===== src/rtl/uart_regif.sv =====
module uart_regif #(
  parameter int DEPTH  = 64,
  parameter int DW     = 8,
  parameter int ADDR_W = 5
) (
  input  logic              clk,
  input  logic              rst_n,
  input  logic              bus_wr,
  input  logic              bus_rd,
  input  logic [ADDR_W-1:0] bus_addr,
  input  logic [31:0]       bus_wdata,
  output logic [31:0]       bus_rdata,
  output logic              tx_enable,
  output logic              rx_enable,
  output logic [31:0]       baud_cfg,
  output logic              eng_tx_valid,
  output logic [DW-1:0]     eng_tx_data,
  input  logic              eng_tx_pop,
  input  logic              eng_tx_busy,
  input  logic              eng_rx_push,
  input  logic [DW-1:0]     eng_rx_data,
  input  logic              eng_rx_perr,
  input  logic              eng_rx_ferr,
  output logic              irq
);

  localparam int PW = $clog2(DEPTH);
  localparam int CW = PW + 1;
  localparam int WA = ADDR_W - 2;

  localparam logic [WA-1:0] W_TXD  = WA'(0);
  localparam logic [WA-1:0] W_RXD  = WA'(1);
  localparam logic [WA-1:0] W_CTL  = WA'(2);
  localparam logic [WA-1:0] W_STA  = WA'(3);
  localparam logic [WA-1:0] W_THR  = WA'(4);
  localparam logic [WA-1:0] W_BAUD = WA'(5);

  localparam int C_TXEN  = 12;
  localparam int C_RXEN  = 13;
  localparam int C_TXRST = 22;
  localparam int C_RXRST = 23;
  localparam int C_CLR   = 24;
  localparam int C_RXIE  = 27;
  localparam int C_TXIE  = 28;

  localparam int S_PERR  = 16;
  localparam int S_FERR  = 17;
  localparam int S_WERR  = 18;
  localparam int S_RXEMP = 20;
  localparam int S_TXFUL = 21;
  localparam int S_TXEMP = 22;
  localparam int S_BUSY  = 25;

  logic [31:0] ctl_q, baud_q;
  logic [15:0] thr_q;
  logic        perr_q, ferr_q, werr_q;

  logic [DW-1:0] txm [DEPTH];
  logic [DW-1:0] rxm [DEPTH];
  logic [PW-1:0] tx_wp, tx_rp, rx_wp, rx_rp;
  logic [CW-1:0] tx_cnt, rx_cnt;

  wire [WA-1:0] widx = bus_addr[ADDR_W-1:2];
  wire aligned = (bus_addr[1:0] == 2'b00);
  wire sel_txd = aligned && (widx == W_TXD);
  wire sel_rxd = aligned && (widx == W_RXD);
  wire sel_ctl = aligned && (widx == W_CTL);
  wire sel_thr = aligned && (widx == W_THR);
  wire sel_bd  = aligned && (widx == W_BAUD);

  wire tx_rst   = ctl_q[C_TXRST];
  wire rx_rst   = ctl_q[C_RXRST];
  wire err_clr  = ctl_q[C_CLR];
  wire tx_full  = (tx_cnt == CW'(DEPTH));
  wire tx_empty = (tx_cnt == '0);
  wire rx_full  = (rx_cnt == CW'(DEPTH));
  wire rx_empty = (rx_cnt == '0);

  wire tx_wr   = bus_wr && sel_txd && !tx_rst;
  wire tx_push = tx_wr && !tx_full;
  wire tx_drop = tx_wr && tx_full;
  wire tx_pop  = eng_tx_pop && eng_tx_valid;
  wire rx_push = eng_rx_push && rx_enable && !rx_full && !rx_rst;
  wire rx_pop  = bus_rd && sel_rxd && !rx_empty && !rx_rst;

  assign tx_enable    = ctl_q[C_TXEN];
  assign rx_enable    = ctl_q[C_RXEN];
  assign baud_cfg     = baud_q;
  assign eng_tx_valid = tx_enable && !tx_empty && !tx_rst;
  assign eng_tx_data  = txm[tx_rp];

  always_ff @(posedge clk or negedge rst_n) begin
    if (!rst_n) begin
      ctl_q  <= '0;
      thr_q  <= '0;
      baud_q <= '0;
    end else if (bus_wr) begin
      if (sel_ctl) ctl_q  <= bus_wdata;
      if (sel_thr) thr_q  <= bus_wdata[15:0];
      if (sel_bd)  baud_q <= bus_wdata;
    end
  end

  always_ff @(posedge clk or negedge rst_n) begin
    if (!rst_n) begin
      perr_q <= 1'b0;
      ferr_q <= 1'b0;
      werr_q <= 1'b0;
    end else if (err_clr) begin
      perr_q <= 1'b0;
      ferr_q <= 1'b0;
      werr_q <= 1'b0;
    end else begin
      if (eng_rx_perr && rx_enable) perr_q <= 1'b1;
      if (eng_rx_ferr && rx_enable) ferr_q <= 1'b1;
      if (tx_drop)                  werr_q <= 1'b1;
    end
  end

  always_ff @(posedge clk) begin
    if (tx_push) txm[tx_wp] <= bus_wdata[DW-1:0];
    if (rx_push) rxm[rx_wp] <= eng_rx_data;
  end

  always_ff @(posedge clk or negedge rst_n) begin
    if (!rst_n) begin
      tx_wp <= '0; tx_rp <= '0; tx_cnt <= '0;
    end else if (tx_rst) begin
      tx_wp <= '0; tx_rp <= '0; tx_cnt <= '0;
    end else begin
      if (tx_push) tx_wp <= tx_wp + PW'(1);
      if (tx_pop)  tx_rp <= tx_rp + PW'(1);
      tx_cnt <= tx_cnt + CW'(tx_push) - CW'(tx_pop);
    end
  end

  always_ff @(posedge clk or negedge rst_n) begin
    if (!rst_n) begin
      rx_wp <= '0; rx_rp <= '0; rx_cnt <= '0;
    end else if (rx_rst) begin
      rx_wp <= '0; rx_rp <= '0; rx_cnt <= '0;
    end else begin
      if (rx_push) rx_wp <= rx_wp + PW'(1);
      if (rx_pop)  rx_rp <= rx_rp + PW'(1);
      rx_cnt <= rx_cnt + CW'(rx_push) - CW'(rx_pop);
    end
  end

  logic [31:0] sta;
  always_comb begin
    sta          = '0;
    sta[S_PERR]  = perr_q;
    sta[S_FERR]  = ferr_q;
    sta[S_WERR]  = werr_q;
    sta[S_RXEMP] = rx_empty;
    sta[S_TXFUL] = tx_full;
    sta[S_TXEMP] = tx_empty;
    sta[S_BUSY]  = eng_tx_busy;
  end

  always_comb begin
    bus_rdata = '0;
    if (aligned) begin
      case (widx)
        W_RXD:   if (!rx_empty) bus_rdata[DW-1:0] = rxm[rx_rp];
        W_CTL:   bus_rdata = ctl_q;
        W_STA:   bus_rdata = sta;
        W_THR:   bus_rdata = {16'h0, thr_q};
        W_BAUD:  bus_rdata = baud_q;
        default: bus_rdata = '0;
      endcase
    end
  end

  wire rx_irq = ctl_q[C_RXIE] && (32'(rx_cnt) >= 32'(thr_q[7:0]));
  wire tx_irq = ctl_q[C_TXIE] && (32'(tx_cnt) <= 32'(thr_q[15:8]));
  assign irq = rx_irq || tx_irq;

endmodule


===== config.mk =====
export PLATFORM = sky130hd
export DESIGN_NAME = uart_regif
export DESIGN_NICKNAME = d
export VERILOG_FILES = /design/src/rtl/uart_regif.sv
export SDC_FILE = /design/constraint.sdc
export NUM_CORES = 1
export LEC_CHECK = 0
export BUFFER_PORTS_ARGS = -buffer_cell sky130_fd_sc_hd__buf_4
export CORE_MARGIN = 2
export CORE_UTILIZATION = 65
export CTS_CLUSTER_DIAMETER = 60
export DETAILED_ROUTE_END_ITERATION = 6
export PLACE_DENSITY = 0.83
export SETUP_SLACK_MARGIN = 0.1
export SYNTH_ARGS = -nofsm -noshare
export SYNTH_HDL_FRONTEND = slang
export SYNTH_SLANG_ARGS = --single-unit

===== constraint.sdc =====
create_clock -name clk -period 6.3 [get_ports clk]
set_clock_uncertainty 0.2 [all_clocks]
set_input_delay 1.575 -clock clk [delete_from_list [all_inputs] [get_ports clk]]
set_output_delay 1.575 -clock clk [all_outputs]
set_load 0.01 [all_outputs]

# Word-level counts from Yosys, hierarchy flattened
# Memories as Yosys holds them, arrays and structs flattened.
# Cells that the tools add are included.
# totals
reg_bits,121
mem_bits_rw,1024
inputBits,54
out_inout_bits,76
wordCells,98
mem_count,2
# op_classes
n_addsub,8
order_cmp,2
n_eq_ne,7
mux,24
reduce_logical,43
# memory_table
name,words,width,read_ports,rd_ports_with_merged_regs,wr,line,source
rxm,64,8,1,0,1,59,logic [DW-1:0] rxm [DEPTH];
txm,64,8,1,0,1,58,logic [DW-1:0] txm [DEPTH];
# op_table
op,count
case mux 24 bit (4 select lines),1
2-to-1 mux 6 bit,8
2-to-1 mux 32 bit,1
case mux 8 bit (4 select lines),1
"adder 6 x 1 -> 6 bit, second input constant",4
logical AND 1 bit,22
adder 7 x 1 -> 7 bit,2
"== test 7 bit, second input constant",2
logical NOT 7 bit,2
2-to-1 mux 7 bit,2
nonzero test 2 bit,7
subtractor 7 x 1 -> 7 bit,2
2-to-1 mux 1 bit,10
greater-or-equal comparator 7 x 8 -> 1 bit,1
<= comparator 7 x 8 -> 1 bit,1
2-to-1 mux 8 bit,1
"== test 3 x 2 -> 1 bit, second input constant",2
"== test 3 bit, second input constant",2
logical NOT 1 bit,6
AND reduction 2 bit,3
"== test 3 x 1 -> 1 bit, second input constant",1
logical NOT 3 bit,1
logical NOT 2 bit,1
logical OR 1 bit,1

# Logic depth before layout (Yosys ltp)
# depth
depth_word,8
depth_mapped,19
mapped_depth_nobuf,19

# Worst setup path before layout
# OpenSTA, ideal clock, no wires.
# synth_timing
path_type,in2out
start,in bus_addr[4]
end,out bus_rdata[2]
arrival_time_ps,2957
required_time_ps,4525
slack_ps,1568
cell_stages,6
n_path_buf,1
cell_sequence,clkbuf_1 > nor4b_1 > nand2_1 > a31oi_1 > o21ai_0 > o221ai_1
# synth_between
elab_chain_cells,3
word_cells_on_any_way,6
cone_classes,eq/ne (4); mux (2)
# synth_rtl
item,line,source
start: declaration,10,"input logic [ADDR_W-1:0] bus_addr,"
== test 3 bit (tied with other cells),164,case (widx)
case mux 8 bit (4 select lines) (*),164,
2-to-1 mux 32 bit (*),163,if (aligned) begin
end: declaration,12,"output logic [31:0] bus_rdata,"
# Mark *: on every way between the ends. The rest lies on a longest branch, timed or not.

# Worst setup path after layout
# layout_timing
start,reg rx_rp[1]
end,out bus_rdata[0]
# layout_between
elab_chain_cells,4
# layout_rtl
item,line,source
start: declaration,60,"logic [PW-1:0] tx_wp, tx_rp, rx_wp, rx_rp;"
start signal: assignment,144,if (rx_pop) rx_rp <= rx_rp + PW'(1);
memory (64 x 8 bit),-,
2-to-1 mux 8 bit,165,W_RXD: if (!rx_empty) bus_rdata[DW-1:0] = rxm[rx_rp];
case mux 8 bit (4 select lines),164,
2-to-1 mux 32 bit,163,
# Every way passes these cells.

==> out/metrics.cfg <==
[power_and_ir_drop]
power_w = 0.0178
peakVddDrop_uv = 381
p_leak_nw = 16.7
power_density_nw_per_um2 = 345

[setup_path]
path_class = reg2out
critPathArrivalTime_ns = 3.94
critPathSlowestCell = nor2b_2
cp_max_fo = 35
cpMostUsedCell = buf_4
path_cells = nor2b_2 > buf_4 > a22o_1 > a221oi_1 > o22ai_1 > nor3_1 > o21ai_0 > o221ai_1 > buf_4
cp-end-kind = primary output
startpoint_type = register
cp_data_required_time_ns = 4.53
cpPeakStageDelay_ns = 0.93

[timing]
hold_violations = 0
slew_headroom = 0.259
tightest_slew_ns = 1.11
setup_tns_ns = 0
post-route-min-period_ns = 5.71
drv_slew = 0
setup_viol = 0
fmax_ghz = 0.175
rsz0062_at_grt = no
min_period_over_period = 0.907

[floorplanning]
dieArea_um2 = 73200
die_w_um = 271
dieHeight_um = 271
num_rows = 97
core_um2 = 70100
start_util = 0.658
io_pins = 130

[grt]
grt_max_degree = 80
grt_pass1_wl_um = 163000
globalRouteTotalUtil = 0.301
grt_pass1_vias = 25200
antenna_found_initial = 0
grt_overflow_total = 0

[final_layout]
layout-drive-gt1-share = 0.256
syn_to_final_growth_pct = 11.3
final_common_cell = edfxtp_1
final_cell_mix = edfxtp_1 (1,024), mux4_2 (242), nor2_1 (217)
layout.nets = 2645
fillers = 3824

[routing]
dr_total_vias = 24700
drc = 0
routed_via_density = 6.88
dr.pass1.iters = 6
drt_iter0_drc = 3641
drtAntennaViolNets = 0
wl_per_cell_um = 30.2
wirelength_um = 108000

[yosys]
synth_cell_types = 58
avgSynthCellArea_um2 = 19.1
synthCells = 2418
synth-compound-area-share = 0.0332
syn_nets = 2511
synth_top_cell_by_area = edfxtp_1
ys_warn_count = 0
synthAdderAreaFrac = 0.0109
synth_ff_type = edfxtp_1
netlist_area_um2 = 46200
ys_seq_area_frac = 0.731
synth_mux_area_frac = 0.167
netlist.area_leader.share = 0.666
synth_xor_area_frac = 0.00417
async_flop_share = 0.106
synth_area_leaders = edfxtp_1 (67%), mux4_2 (12%), dfrtp_1 (6.6%), mux2_2 (2.5%), mux2i_1 (2.3%)
synth_edf_count = 1024
synth_top_family_by_area = multiplexers
synth-simple-area-share = 0.0347
ys_seq_elements = 1145

[clock_network]
cts-root-buf = clkbuf_16
clock_sinks = 1145
clk_latency_ns = 0.70
path_clk_slew_ns = 0.07
cts_hold_buf = 0
postCtsSetupRepairBufs = 0
cts-buffers-inserted = 108
cts_buffer_depth = 3
h-tree-depth = 3
cts_resized = 0
cts_tree = yes

[placement]
io_buffer_count = 129
hpwl_um = 62200
routabilityCongestion = 0.956

[hold_path]
min_path_type = reg2reg

[flow_run]
cap_violations = 0

[status]
outcome = completed

## routing by layer
metal / track usage / vias to the layer above / part of all wire
met5: 0 / - / 0
met4: 0.129 / 0 / 0.048
met3: 0.0503 / 341 / 0.082
met2: 0.502 / 1613 / 0.51
met1: 0.398 / 12700 / 0.36
li1: - / 9978 / -
## flip-flops by register name, summed over array words and instances, names as in the netlist
name / cells
ctl_q: 32
thr_q: 16
tx_rp: 6
ferr_q: 1
baud_cfg: 32
rx_wp: 6
rxm: 512
rx_rp: 6
txm: 512
tx_wp: 6
tx_cnt: 7
perr_q: 1
werr_q: 1
rx_cnt: 7
## logic make-up after synthesis
family,count (synthesis)
adder cells (fa/ha/maj),39
buffers and inverters,176
flip-flops,1145
multiplexers,453
XOR/XNOR,22
AND/OR/NAND/NOR,356
AO/OA/AOI/OAI,227
## per-stage QoR
stage | setup slack (ns) | cells | utilization | hold WS, ns | area [um2]
6_report | 0.585 | 3586 | 0.733 | 0.309 | 51400
5_1_grt | 0.540 | 3585 | 0.733 | 0.326 | 51400
4_1_cts | 0.585 | 3585 | 0.733 | 0.310 | 51400
3_5_place_dp | 1.20 | 3382 | 0.683 | 0.296 | 47900
3_3_place_gp | 1.21 | 3382 | 0.683 | 0.289 | 47900
2_1_floorplan | 1.57 | 2418 | - | 0.249 | 46200
## power by group
group,internal (W),switching [W],total [W]
clock network,0.00347,0.00283,0.00630
logic,0.00137,0.00140,0.00277
registers,0.00845,0.000236,0.00869
total,0.0133,0.00447,0.0178
## layout make-up
type / instances / area (um2) / area share
antenna: 1 / 2.50 / 0.0000487
timing repair buffer: 161 / 1300 / 0.0252
sequential: 1145 / 33800 / 0.657
inverter: 39 / 146 / 0.00285
tap: 940 / 1180 / 0.0229
multi-input combinational: 1097 / 11500 / 0.224
clock buffer: 152 / 2950 / 0.0574
clock inverter: 51 / 515 / 0.0100
## synth_stat cells (3+ instances only)
master	n
edfxtp_1	1024
mux4_2	242
nor2_1	218
dfrtp_1	121
mux2i_1	107
mux2_2	104
clkbuf_1	63
a22oi_1	53
a21oi_1	50
inv_1	39
nand2_1	39
ha_1	37
o21ai_0	30
nor2b_1	28
buf_1	25
a22o_1	21
buf_2	20
a221oi_1	16
buf_6	16
o22ai_1	16
xor2_1	14
nand3_1	11
nor3_1	11
buf_4	10
nand2b_1	8
or3_1	8
xnor2_1	8
o221ai_1	7
a211oi_1	6
nand3b_1	6
o31ai_1	6
nand4_1	5
a31oi_1	4
or3b_2	4
a21o_1	3
and2_1	3
and3_1	3
nor3b_1	3
o21ai_1	3
or2_2	3
## worst max-delay path, delay by kind of cell (launching register included)
kind / cells / cell delay [ns]
AOI/OAI and AO/OA: 5 / 0.87
and+or+nand+nor: 2 / 1.03
DFF: 1 / 0.78
buffers and inverters: 2 / 0.52
## worst paths after layout
path                       startpoint           end  slack (ns)  cells after the start
max                          rx_rp[1]  bus_rdata[0]        0.59                      9
min                          ctl_q[7]      ctl_q[7]        0.31                      1
max reg2reg                 rx_cnt[2]     rx_cnt[6]        2.08                     20
min reg2reg                  ctl_q[7]      ctl_q[7]        0.31                      1
max in group asynchronous       rst_n      ctl_q[5]        3.84                      2
min in group asynchronous       rst_n  baud_cfg[12]        0.89                      1
(Power assumes the default switching activity.)
